$ cat src/rtl/lifo_pkg.sv
package lifo_pkg;

    typedef enum logic [1:0] {
        OP_IDLE,
        OP_PUSH,
        OP_POP,
        OP_REJECT
    } stack_op_e;

    function automatic stack_op_e classify_req(
        input logic push,
        input logic pop,
        input logic full,
        input logic empty
    );
        stack_op_e op;
        op = OP_IDLE;
        if (push && !pop) begin
            op = full ? OP_REJECT : OP_PUSH;
        end else if (pop && !push) begin
            op = empty ? OP_REJECT : OP_POP;
        end
        return op;
    endfunction

endpackage

$ cat src/rtl/lifo_ctrl.sv
module lifo_ctrl
    import lifo_pkg::*;
#(
    parameter int PTR_W = 6
) (
    input  logic             clk,
    input  logic             rst_n,
    input  logic             push_i,
    input  logic             pop_i,
    output logic [PTR_W-1:0] ptr_o,
    output logic             wr_en_o,
    output logic [PTR_W-1:0] wr_addr_o,
    output logic             rd_en_o,
    output logic             full_o,
    output logic             empty_o,
    output logic             err_o
);

    typedef struct packed {
        logic [PTR_W-1:0] ptr;
        logic             full;
        logic             empty;
        logic             err;
    } ctrl_state_t;

    ctrl_state_t state_d, state_q;
    stack_op_e   op;
    logic [PTR_W-1:0] ptr_inc, ptr_dec;

    always_comb begin
        op      = classify_req(push_i, pop_i, state_q.full, state_q.empty);
        ptr_inc = state_q.ptr + 1'b1;
        ptr_dec = state_q.ptr - 1'b1;
        state_d     = state_q;
        state_d.err = 1'b0;
        wr_en_o     = 1'b0;
        rd_en_o     = 1'b0;
        wr_addr_o   = ptr_inc;
        unique case (op)
            OP_PUSH: begin
                wr_en_o       = 1'b1;
                state_d.ptr   = ptr_inc;
                state_d.empty = 1'b0;
                state_d.full  = (ptr_inc == '0);
            end
            OP_POP: begin
                rd_en_o       = 1'b1;
                state_d.ptr   = ptr_dec;
                state_d.full  = 1'b0;
                state_d.empty = (ptr_dec == '0);
            end
            OP_REJECT: begin
                state_d.err = 1'b1;
            end
            default: ;
        endcase
    end

    always_ff @(posedge clk or negedge rst_n) begin
        if (!rst_n) begin
            state_q <= '{ptr: '0, full: 1'b0, empty: 1'b1, err: 1'b0};
        end else begin
            state_q <= state_d;
        end
    end

    assign ptr_o   = state_q.ptr;
    assign full_o  = state_q.full;
    assign empty_o = state_q.empty;
    assign err_o   = state_q.err;

endmodule

$ cat src/rtl/lifo_store.sv
module lifo_store #(
    parameter int DATA_W = 8,
    parameter int PTR_W  = 6
) (
    input  logic              clk,
    input  logic              wr_en_i,
    input  logic [PTR_W-1:0]  wr_addr_i,
    input  logic [DATA_W-1:0] wr_data_i,
    input  logic [PTR_W-1:0]  rd_addr_i,
    output logic [DATA_W-1:0] rd_word_o
);

    localparam int DEPTH = 1 << PTR_W;

    logic [DATA_W-1:0] slots [DEPTH];

    always_ff @(posedge clk) begin
        if (wr_en_i) begin
            slots[wr_addr_i] <= wr_data_i;
        end
    end

    assign rd_word_o = slots[rd_addr_i];

endmodule

$ cat src/rtl/lifo_rdreg.sv
module lifo_rdreg #(
    parameter int DATA_W = 8
) (
    input  logic              clk,
    input  logic              rst_n,
    input  logic              load_i,
    input  logic [DATA_W-1:0] word_i,
    output logic [DATA_W-1:0] data_o
);

    logic [DATA_W-1:0] data_d, data_q;

    always_comb begin
        data_d = data_q;
        if (load_i) begin
            data_d = word_i;
        end
    end

    always_ff @(posedge clk or negedge rst_n) begin
        if (!rst_n) begin
            data_q <= '0;
        end else begin
            data_q <= data_d;
        end
    end

    assign data_o = data_q;

endmodule

$ cat src/rtl/lifo_reg_stack.sv
module lifo_reg_stack #(
    parameter int DATA_W = 8,
    parameter int PTR_W  = 6
) (
    input  logic              clk,
    input  logic              rst_n,
    input  logic              push_i,
    input  logic              pop_i,
    input  logic [DATA_W-1:0] wr_data_i,
    output logic [DATA_W-1:0] rd_data_o,
    output logic              full_o,
    output logic              empty_o,
    output logic              err_o
);

    logic [PTR_W-1:0]  stk_ptr;
    logic [PTR_W-1:0]  wr_addr;
    logic              wr_en;
    logic              rd_en;
    logic [DATA_W-1:0] top_word;

    lifo_ctrl #(.PTR_W(PTR_W)) i_ctrl (
        .clk       (clk),
        .rst_n     (rst_n),
        .push_i    (push_i),
        .pop_i     (pop_i),
        .ptr_o     (stk_ptr),
        .wr_en_o   (wr_en),
        .wr_addr_o (wr_addr),
        .rd_en_o   (rd_en),
        .full_o    (full_o),
        .empty_o   (empty_o),
        .err_o     (err_o)
    );

    lifo_store #(.DATA_W(DATA_W), .PTR_W(PTR_W)) i_store (
        .clk       (clk),
        .wr_en_i   (wr_en),
        .wr_addr_i (wr_addr),
        .wr_data_i (wr_data_i),
        .rd_addr_i (stk_ptr),
        .rd_word_o (top_word)
    );

    lifo_rdreg #(.DATA_W(DATA_W)) i_rdreg (
        .clk    (clk),
        .rst_n  (rst_n),
        .load_i (rd_en),
        .word_i (top_word),
        .data_o (rd_data_o)
    );

endmodule

$ cat config.mk
export PLATFORM = sky130hd
export DESIGN_NAME = lifo_reg_stack
export DESIGN_NICKNAME = d
export VERILOG_FILES = /design/src/rtl/lifo_pkg.sv /design/src/rtl/lifo_ctrl.sv /design/src/rtl/lifo_store.sv /design/src/rtl/lifo_rdreg.sv /design/src/rtl/lifo_reg_stack.sv
export SDC_FILE = /design/constraint.sdc
export NUM_CORES = 1
export LEC_CHECK = 0
export ABC_AREA = 0
export CAP_MARGIN = 20
export CORE_MARGIN = 10
export CORE_UTILIZATION = 63
export CTS_CLUSTER_DIAMETER = 60
export DETAILED_ROUTE_END_ITERATION = 10
export DONT_BUFFER_PORTS = 1
export PLACE_DENSITY_LB_ADDON = 0.3
export SLEW_MARGIN = 20
export SYNTH_ARGS = -nofsm -noshare
export SYNTH_HDL_FRONTEND = slang
export SYNTH_HIERARCHICAL = 1
export SYNTH_SLANG_ARGS = --single-unit
$ cat constraint.sdc
create_clock -name clk -period 3.7 [get_ports clk]
set_input_delay 0.74 -clock clk [delete_from_list [all_inputs] [get_ports clk]]
set_output_delay 0.74 -clock clk [all_outputs]
set_load 0.1 [all_outputs]
# Yosys cells after proc, flatten, opt, wreduce, memory -nomap -nowiden
# Memories as Yosys holds them, arrays and structs flattened. A register that Yosys moved wholly into a read port is not among the register bits.
# Index checks and enable logic that the tools add are counted.
# Widths: inputs -> output; s select.
[word_totals] register_bits=9 latch_bits=0 ram_bits=512 romBits=0 in_bits=12 word_cells=28 n_memories=1
[classes] add_sub_neg=2 mul=0 n_div=0 magnitude_cmp=0 n_eq_ne=3 shifts=0 mux=10 n_bitwise=0 reduce_logical=8
[mem_list] memory="i_store.slots" depth=64 word_bits=8 read_ports=1 rd_ports_with_merged_regs=1 wr=1 line_no="lifo_store.sv:15" rtl="logic [DATA_W-1:0] slots [DEPTH];"
[op_table] operator="$pmux 8 s2" count=1
[op_table] operator="$logic_not 6->1" count=2
[op_table] operator="$add 6x1->6 const B" count=1
[op_table] operator="$mux 1" count=6
[op_table] operator="$mux 2" count=3
[op_table] operator="$sub 6x1->6 const B" count=1
[op_table] operator="$eq 2x2->1 const B" count=2
[op_table] operator="$logic_not 1->1" count=3
[op_table] operator="$eq 2x1->1 const B" count=1
[op_table] operator="$logic_and 1x1->1" count=2
[op_table] operator="$reduce_bool 2->1" count=1

# Longest topological paths before layout
# Gate-level depths: netlist of run 1.
[logic_depth] ltp_word=8 mapped_depth=10 depth_no_buf=7

# Hierarchy
# Netlist of run 1, hierarchy kept.
[by_module_without_submodules] mod="lifo_store" n_inst=1 cells_each=932 area_each_um2=20006.7 seq_area_each_um2=15374.7
[by_module_without_submodules] mod="lifo_ctrl" n_inst=1 cells_each=75 area_each_um2=681.9 seq_area_each_um2=226.5
[by_module_without_submodules] mod="lifo_rdreg" n_inst=1 cells_each=17 area_each_um2=331.6 seq_area_each_um2=200.2

# Worst setup path after synthesis of run 1
# OpenSTA, ideal clock, no wires.
[synth_path] path_kind="register to register" start="register i_ctrl.state_q (netlist bit i_ctrl/ptr_o[0])" end="memory i_store.slots[48][0], enable pin" setup_time_ps=383 t_arrival_ps=2318 t_required_ps=3317 slack_ps=998 stages_incl_launch_ff=8 path_cell_list="dfrtp_1 -> buf_6 -> and3_2 -> nand3_1 -> xnor2_1 -> nor2b_1 -> nand4b_1 -> nor3_1"
[synth_between] elab_chain_len=1
[synth_lines] item="start: declaration" line_no="lifo_ctrl.sv:26" rtl="ctrl_state_t state_d, state_q;"
[synth_lines] item="start signal: assignment" line_no="lifo_ctrl.sv:61" rtl="state_q <= '{ptr: '0, full: 1'b0, empty: 1'b1, err: 1'b0};"
[synth_lines] item="start signal: assignment" line_no="lifo_ctrl.sv:63" rtl="state_q <= state_d;"
[synth_lines] item="$add 6x1->6" line_no="lifo_ctrl.sv:32" rtl="ptr_inc = state_q.ptr + 1'b1;"
[synth_lines] item="net wr_addr[5]" line_no="lifo_reg_stack.sv:17" rtl="logic [PTR_W-1:0] wr_addr;"
[synth_lines] item="end: declaration" line_no="lifo_store.sv:15"
# The timed path passes the listed nets, and every way through them passes these cells.

==> reports/results.ini, run 1 <==
[yosys]
syn_inst=1024
yosys_register_bits=529
yosysTopAreaCell=edfxtp_1
synth-compound-area-share=0.0245
synth.area.mux_share=0.160
synth_xor_area_frac=0.00375
yosysMostFrequentCell=edfxtp_1
syn_area_mm2=0.0210
synth_area_leaders=edfxtp_1 (73%), mux4_2 (13%), dfrtp_1 (1.9%), nor2_1 (1.6%), mux2i_1 (1.2%)
synth_top_family_by_area=multiplexers
post_synth.cell_area_avg_um2=20.5
synthSimpleGateAreaFrac=0.0386
synth_ff_type=edfxtp_1
synth_top_area_share=0.731
yosys.cell_types.count=54
yosys.area_share.adder=0.00417
synth_edf_count=512
async_reset_ff_frac=0.0321
ys_seq_area_frac=0.752
ys.warnings.count=6
syn_nets=1043
synthTopCellsByCount=edfxtp_1 (512), mux4_2 (126), nor2_1 (88)

[clock_tree]
cts_tree=done
cts.sinks=529
clkTransAtPathRegs_ps=60
cts_resized=0
clock_latency_ps=560
htree_levels=2
cts_buffers=50
postCtsSetupBuffers=0
clockBufferDepth=3
cts-root-buf=clkbuf_16

[timing]
slew_viol_final=0
slew-limit-headroom=0.289
skew_ps=16.1
setup_viol=0
finalCritPeriodShare=0.885
post-route-min-period_ps=3280
tightestPinTransition_ps=1070
hold_violations=0
fmax_ghz=0.305
rsz0062_at_grt=no
tns_ps=0

[outcome]
status=complete, no violations

[setup_path]
critPathMaxFanout=42
end_kind=flip-flop
crit_type=flip-flop to flip-flop
cp.arrival_ps=3720
r2r_slack_ps=420
cp_data_required_time_ps=4150
r2r_cells=7
reg2reg_from=i_ctrl/ptr_o[0]
critPathLaunchType=flip-flop
r2r-end=i_rdreg/data_o[0]

[finish]
fillers=1846
utilization=0.723
layout.nets=1134
diodes=0
flow.area_growth_from_synthesis_pct=12.5
drive_above_1_share=0.282

[floorplan]
dieWidth_um=203
die-height_um=203
rows=66
core_area_mm2=0.0327
dieArea_mm2=0.0411
start_util=0.643
ios=23

[power_and_ir_drop]
seq_power_share=0.433
p_clk_frac=0.298
internal-power_mw=11.9
p_comb_frac=0.269
total_power_mw=17.2
power_switching_mw=5.24
p_leak_nw=7.62
cellPowerDensity_mw_per_mm2=726
peakVddDrop_mv=0.423
power_switching_share=0.305

[detailed_routing]
dr_wl_met2_mm=22.1
ant_nets=0
wl_met3_mm=5.02
viasPerCell=6.62
remaining_drc_errors=0
routed.top_layer=met4
wirelength_mm=46.2
wl_per_cell_um=28.9
vias=10555
wl_met1_mm=17.6
firstDrtPassIters=5
drt_iter0_markers=1329

[min_path]
min_delay_path_depth=0
min_from=wr_data_i[5]
min_to=i_store/slots[57][5]
hp-class=primary input to flip-flop

[global_routing]
grt.overflow.total=0
antenna_found_initial=0
grt_pass1_wl_mm=69.2
grt.total_usage=0.226
grt_max_degree=65
grt_pass1_vias=10668

[placed_design]
place_hpwl_mm=27.1
io_buffers=0
routabilityCongestion=0.851

[flow_run]
drv_cap=0

## metal layers
layer | GRT usage | vias up
li1 | - | 4403
met1 | 0.310 | 5439
met2 | 0.351 | 621
met3 | 0.0570 | 92
met4 | 0.0754 | 0
met5 | 0 | -
## placed cells by master, fill, tap and decap left out, types with 12 or more instances in the layout
cell type	netlist	routed
mux2_2	13	13
buf_4	13	91
nand2_1	27	27
nor2b_1	16	16
dfrtp_1	16	12
edfxtp_1	512	512
nand3_1	15	15
mux4_2	126	126
mux2i_1	25	25
clkbuf_16	0	51
nor2_1	88	88
## worst max-delay path by stage
stage	from	end	slack, ps	cells after the start
detailed placement	i_ctrl/ptr_o[0]	i_rdreg/data_o[0]	420	7
global placement	i_ctrl/ptr_o[0]	i_rdreg/data_o[0]	500	7
finish	i_ctrl/ptr_o[0]	i_rdreg/data_o[0]	420	7
CTS	i_ctrl/ptr_o[0]	i_rdreg/data_o[0]	390	7
floorplan	i_ctrl/ptr_o[0]	i_store/slots[48][0]	1000	7
global route	i_ctrl/ptr_o[0]	i_rdreg/data_o[0]	270	7
## worst max-delay path, cell delays in order (launching register included)
cell,delay [ps]
dfrtp_4,690
buf_4,690
mux4_2,600
mux4_2,480
nor2_1,140
nor3_1,60
o2bb2ai_1,170
mux2_4,290
## state kept, by name, summed over array words and instances (netlist names)
name and count:
i_store/slots 512, i_ctrl/err_o 1, i_rdreg/data_o 8, i_ctrl/empty_o 1, i_ctrl/full_o 1, i_ctrl/ptr_o 6
## cell families (layout without fill, tap and decap cells)
logic type,count (synthesis),after routing
buffers and inverters,61,190
adder cells (fa/ha/maj),7,7
multiplexers,172,172
XOR/XNOR,9,9
AND/OR/NAND/NOR,178,178
AO/OA/AOI/OAI,68,68
flip-flops,529,529
## power groups by stage
stage / Clock, mW / Sequential (mW) / Combinational, mW
floorplan: 0 / 7.31 / 3.60
global placement: 0 / 7.55 / 4.44
detailed placement: 0 / 7.56 / 4.53
CTS: 5.17 / 7.44 / 4.59
global route: 5.41 / 7.46 / 4.86
finish: 5.12 / 7.43 / 4.62
## area by class of cell
type | count | area, um2 | area share
clock buffers | 62 | 1370 | 0.0578
repair buffers | 96 | 763 | 0.0323
multi-input cells | 434 | 4850 | 0.205
well taps | 442 | 553 | 0.0234
clock inverters | 28 | 290 | 0.0123
inverters | 4 | 15.0 | 0.000635
flip-flops and latches | 529 | 15800 | 0.669
## through the flow
step | cells | cell area [um2] | hold slack [ps] | worst slack [ps]
after detailed placement | 1503 | 22000 | 445 | 420
after global routing | 1595 | 23700 | 262 | 271
after floorplan | 1024 | 21000 | 444 | 998
after global placement | 1503 | 22000 | 445 | 499
after CTS | 1594 | 23600 | 2.75 | 387
final | 1595 | 23700 | 280 | 424
## timing repair
item	CTS	global route
hold endpoints to repair	16	1
setup endpoints to repair	0	0
hold buffers	1	1
Note: power is estimated with default switching activity, not from simulation.
==> run 2, diff against run 1 <==
--- a/config.mk
+++ b/config.mk
@@ -12,7 +12,9 @@
 export CTS_CLUSTER_DIAMETER = 60
 export DETAILED_ROUTE_END_ITERATION = 10
 export DONT_BUFFER_PORTS = 1
+export MAX_ROUTING_LAYER = met4
 export PLACE_DENSITY_LB_ADDON = 0.3
+export SKIP_CTS_REPAIR_TIMING = 1
 export SLEW_MARGIN = 20
 export SYNTH_ARGS = -nofsm -noshare
 export SYNTH_HDL_FRONTEND = slang
==> run 2 against run 1 <==
Effect of this change: die area unchanged; clock power about the same; count of clock-buffer cells in the layout unchanged; worst hold slack got worse by 4.0 ps; via count increased by 0.30%; global-route usage is 0.64 points higher; combinational power hardly changed; clock skew is 4.1 ps lower; sequential power about the same; largest power group unchanged.
==> reports/results.ini, run 2 (same netlist as run 1, synthesis figures left out) <==
[setup_path]
r2r_slack_ps=420  ; about the same
cpMaxStageDelayCell=dfrtp_4
reg2reg_from=i_ctrl/ptr_o[0]
crit_type=flip-flop to flip-flop
cp_common_cell=mux4_2
end_kind=flip-flop
crit_chain=buf_4 -> mux4_2 -> mux4_2 -> nor2_1 -> nor3_1 -> o2bb2ai_1 -> mux2_4
critPathMaxFanout=42  ; unchanged
r2r_cells=7  ; unchanged
cp_data_required_time_ps=4150  ; about the same
cpLargestDelayFamily=multiplexers
critPathLaunchType=flip-flop
crit_buf_inv=1  ; unchanged
cp.arrival_ps=3720  ; about the same
max_stage_delay_ps=700  ; about the same
r2r-end=i_rdreg/data_o[0]

[placed_design]
place_hpwl_mm=27.1  ; unchanged
dpl_worst_slack_ps=420  ; unchanged
routabilityCongestion=0.864  ; +1.6%
dp.cells=1503  ; unchanged
io_buffers=0  ; unchanged
postPlaceCellArea_mm2=0.0220  ; unchanged

[finish]
drive_above_1_share=0.282  ; about the same
regMostFlops=i_store/slots
layout.nets=1133  ; -0.088%
design_area_mm2=0.0236  ; about the same
largest_reg_flops=512  ; unchanged
final_common_cell=edfxtp_1
flow.area_growth_from_synthesis_pct=12.5  ; about the same
most-common-layout-cells=edfxtp_1 (512), mux4_2 (126), buf_4 (91)
diodes=0  ; unchanged
layoutNonFillerInstCount=1594  ; -0.063%
utilization=0.723  ; about the same

[min_path]
min_from=wr_data_i[5]
hp-class=primary input to flip-flop
min_to=i_store/slots[57][5]
min_delay_path_depth=0  ; unchanged

[detailed_routing]
wl_per_cell_um=28.9  ; about the same
ant_nets=0  ; unchanged
wirelength_mm=46.1  ; about the same
vias=10587  ; +0.30%
firstDrtPassIters=6  ; +1
drt_iter0_markers=1294  ; -2.6%
remaining_drc_errors=0  ; unchanged
viasPerCell=6.64  ; +0.37%

[global_routing]
grt.total_usage=0.232  ; +0.00638
grt_max_degree=65  ; unchanged
grt.overflow.total=0  ; unchanged
antenna_found_initial=0  ; unchanged
grt_pass1_wl_mm=69.3  ; about the same
grt_pass1_vias=10624  ; -0.41%

[clock_tree]
cts-root-buf=clkbuf_16
cts_buffers=50  ; unchanged
htree_levels=2  ; unchanged
clockBufferDepth=3  ; unchanged
cts_tree=done
cts.sinks=529  ; unchanged
clkTransAtPathRegs_ps=60  ; about the same
clock_latency_ps=570  ; about the same

[timing]
holdWs_ps=276  ; -3.96 ps
slew_viol_final=0  ; unchanged
hold_violations=0  ; unchanged
setup_viol=0  ; unchanged
tightestPinTransition_ps=1050  ; -11.5 ps
tns_ps=0  ; unchanged
post-route-min-period_ps=3280  ; -0.843 ps
timing.final.ws_setup_ps=425  ; +0.843 ps
rsz0062_at_grt=no
slew-limit-headroom=0.297  ; +0.00764
fmax_ghz=0.305  ; about the same
skew_ps=12.0  ; -4.13 ps
finalCritPeriodShare=0.885  ; about the same

[outcome]
status=complete, no violations

[power_and_ir_drop]
cellPowerDensity_mw_per_mm2=726  ; about the same
peakVddDrop_mv=0.419  ; -0.80%
p_leak_nw=7.61  ; about the same
total_power_mw=17.2  ; about the same

[floorplan]
core_area_mm2=0.0327  ; unchanged
start_util=0.643  ; unchanged
die-height_um=203  ; unchanged
rows=66  ; unchanged
dieArea_mm2=0.0411  ; unchanged
dieWidth_um=203  ; unchanged
ios=23  ; unchanged

[flow_run]
drv_cap=0  ; unchanged

==> run 2: cell count changes in the layout (fill, tap and decap cells not counted), sizes merged <==
cell / delta
dlygate4sd3: -1
==> run 2: cell type report <==
| cell class | instances | area, um2 |
|---|---|---|
| tap | 442 | 553 |
| multi-input combinational | 434 | 4850 |
| clock buffer | 62 | 1370 |
| fill | 1847 | 9060 |
| sequential | 529 | 15800 |
| inverter | 4 | 15.0 |
| timing repair buffer | 95 | 753 |
| clock inverter | 28 | 290 |
==> run 2: worst reg2reg max path, cell delays in order (launching register included) <==
cell	delay (ps)
dfrtp_4	700
buf_4	680
mux4_2	650
mux4_2	480
nor2_1	140
nor3_1	60
o2bb2ai_1	170
mux2_4	290
==> run 2: how the worst max path moves through the flow <==
stage	cells after the start	to	slack, ps	start
final	7	i_rdreg/data_o[0]	420	i_ctrl/ptr_o[0]
after global routing	7	i_rdreg/data_o[0]	270	i_ctrl/ptr_o[0]
after CTS	7	i_rdreg/data_o[0]	390	i_ctrl/ptr_o[0]
after detailed placement	7	i_rdreg/data_o[0]	420	i_ctrl/ptr_o[0]
after global placement	7	i_rdreg/data_o[0]	500	i_ctrl/ptr_o[0]
after floorplan	7	i_store/slots[48][0]	1000	i_ctrl/ptr_o[0]
==> run 2: power by group <==
group / internal, mW / switching [mW]
Clock: 3.03 / 2.09
Combinational: 2.14 / 2.47
Sequential: 6.76 / 0.669
Total: 11.9 / 5.23
==> run 2: per-layer routing <==
layer | up-vias | GRT usage | share of wire
met5 | - | - | 0
met4 | 0 | 0.0719 | 0.028
met1 | 5496 | 0.311 | 0.38
met2 | 604 | 0.352 | 0.48
met3 | 87 | 0.0546 | 0.10
li1 | 4400 | - | -
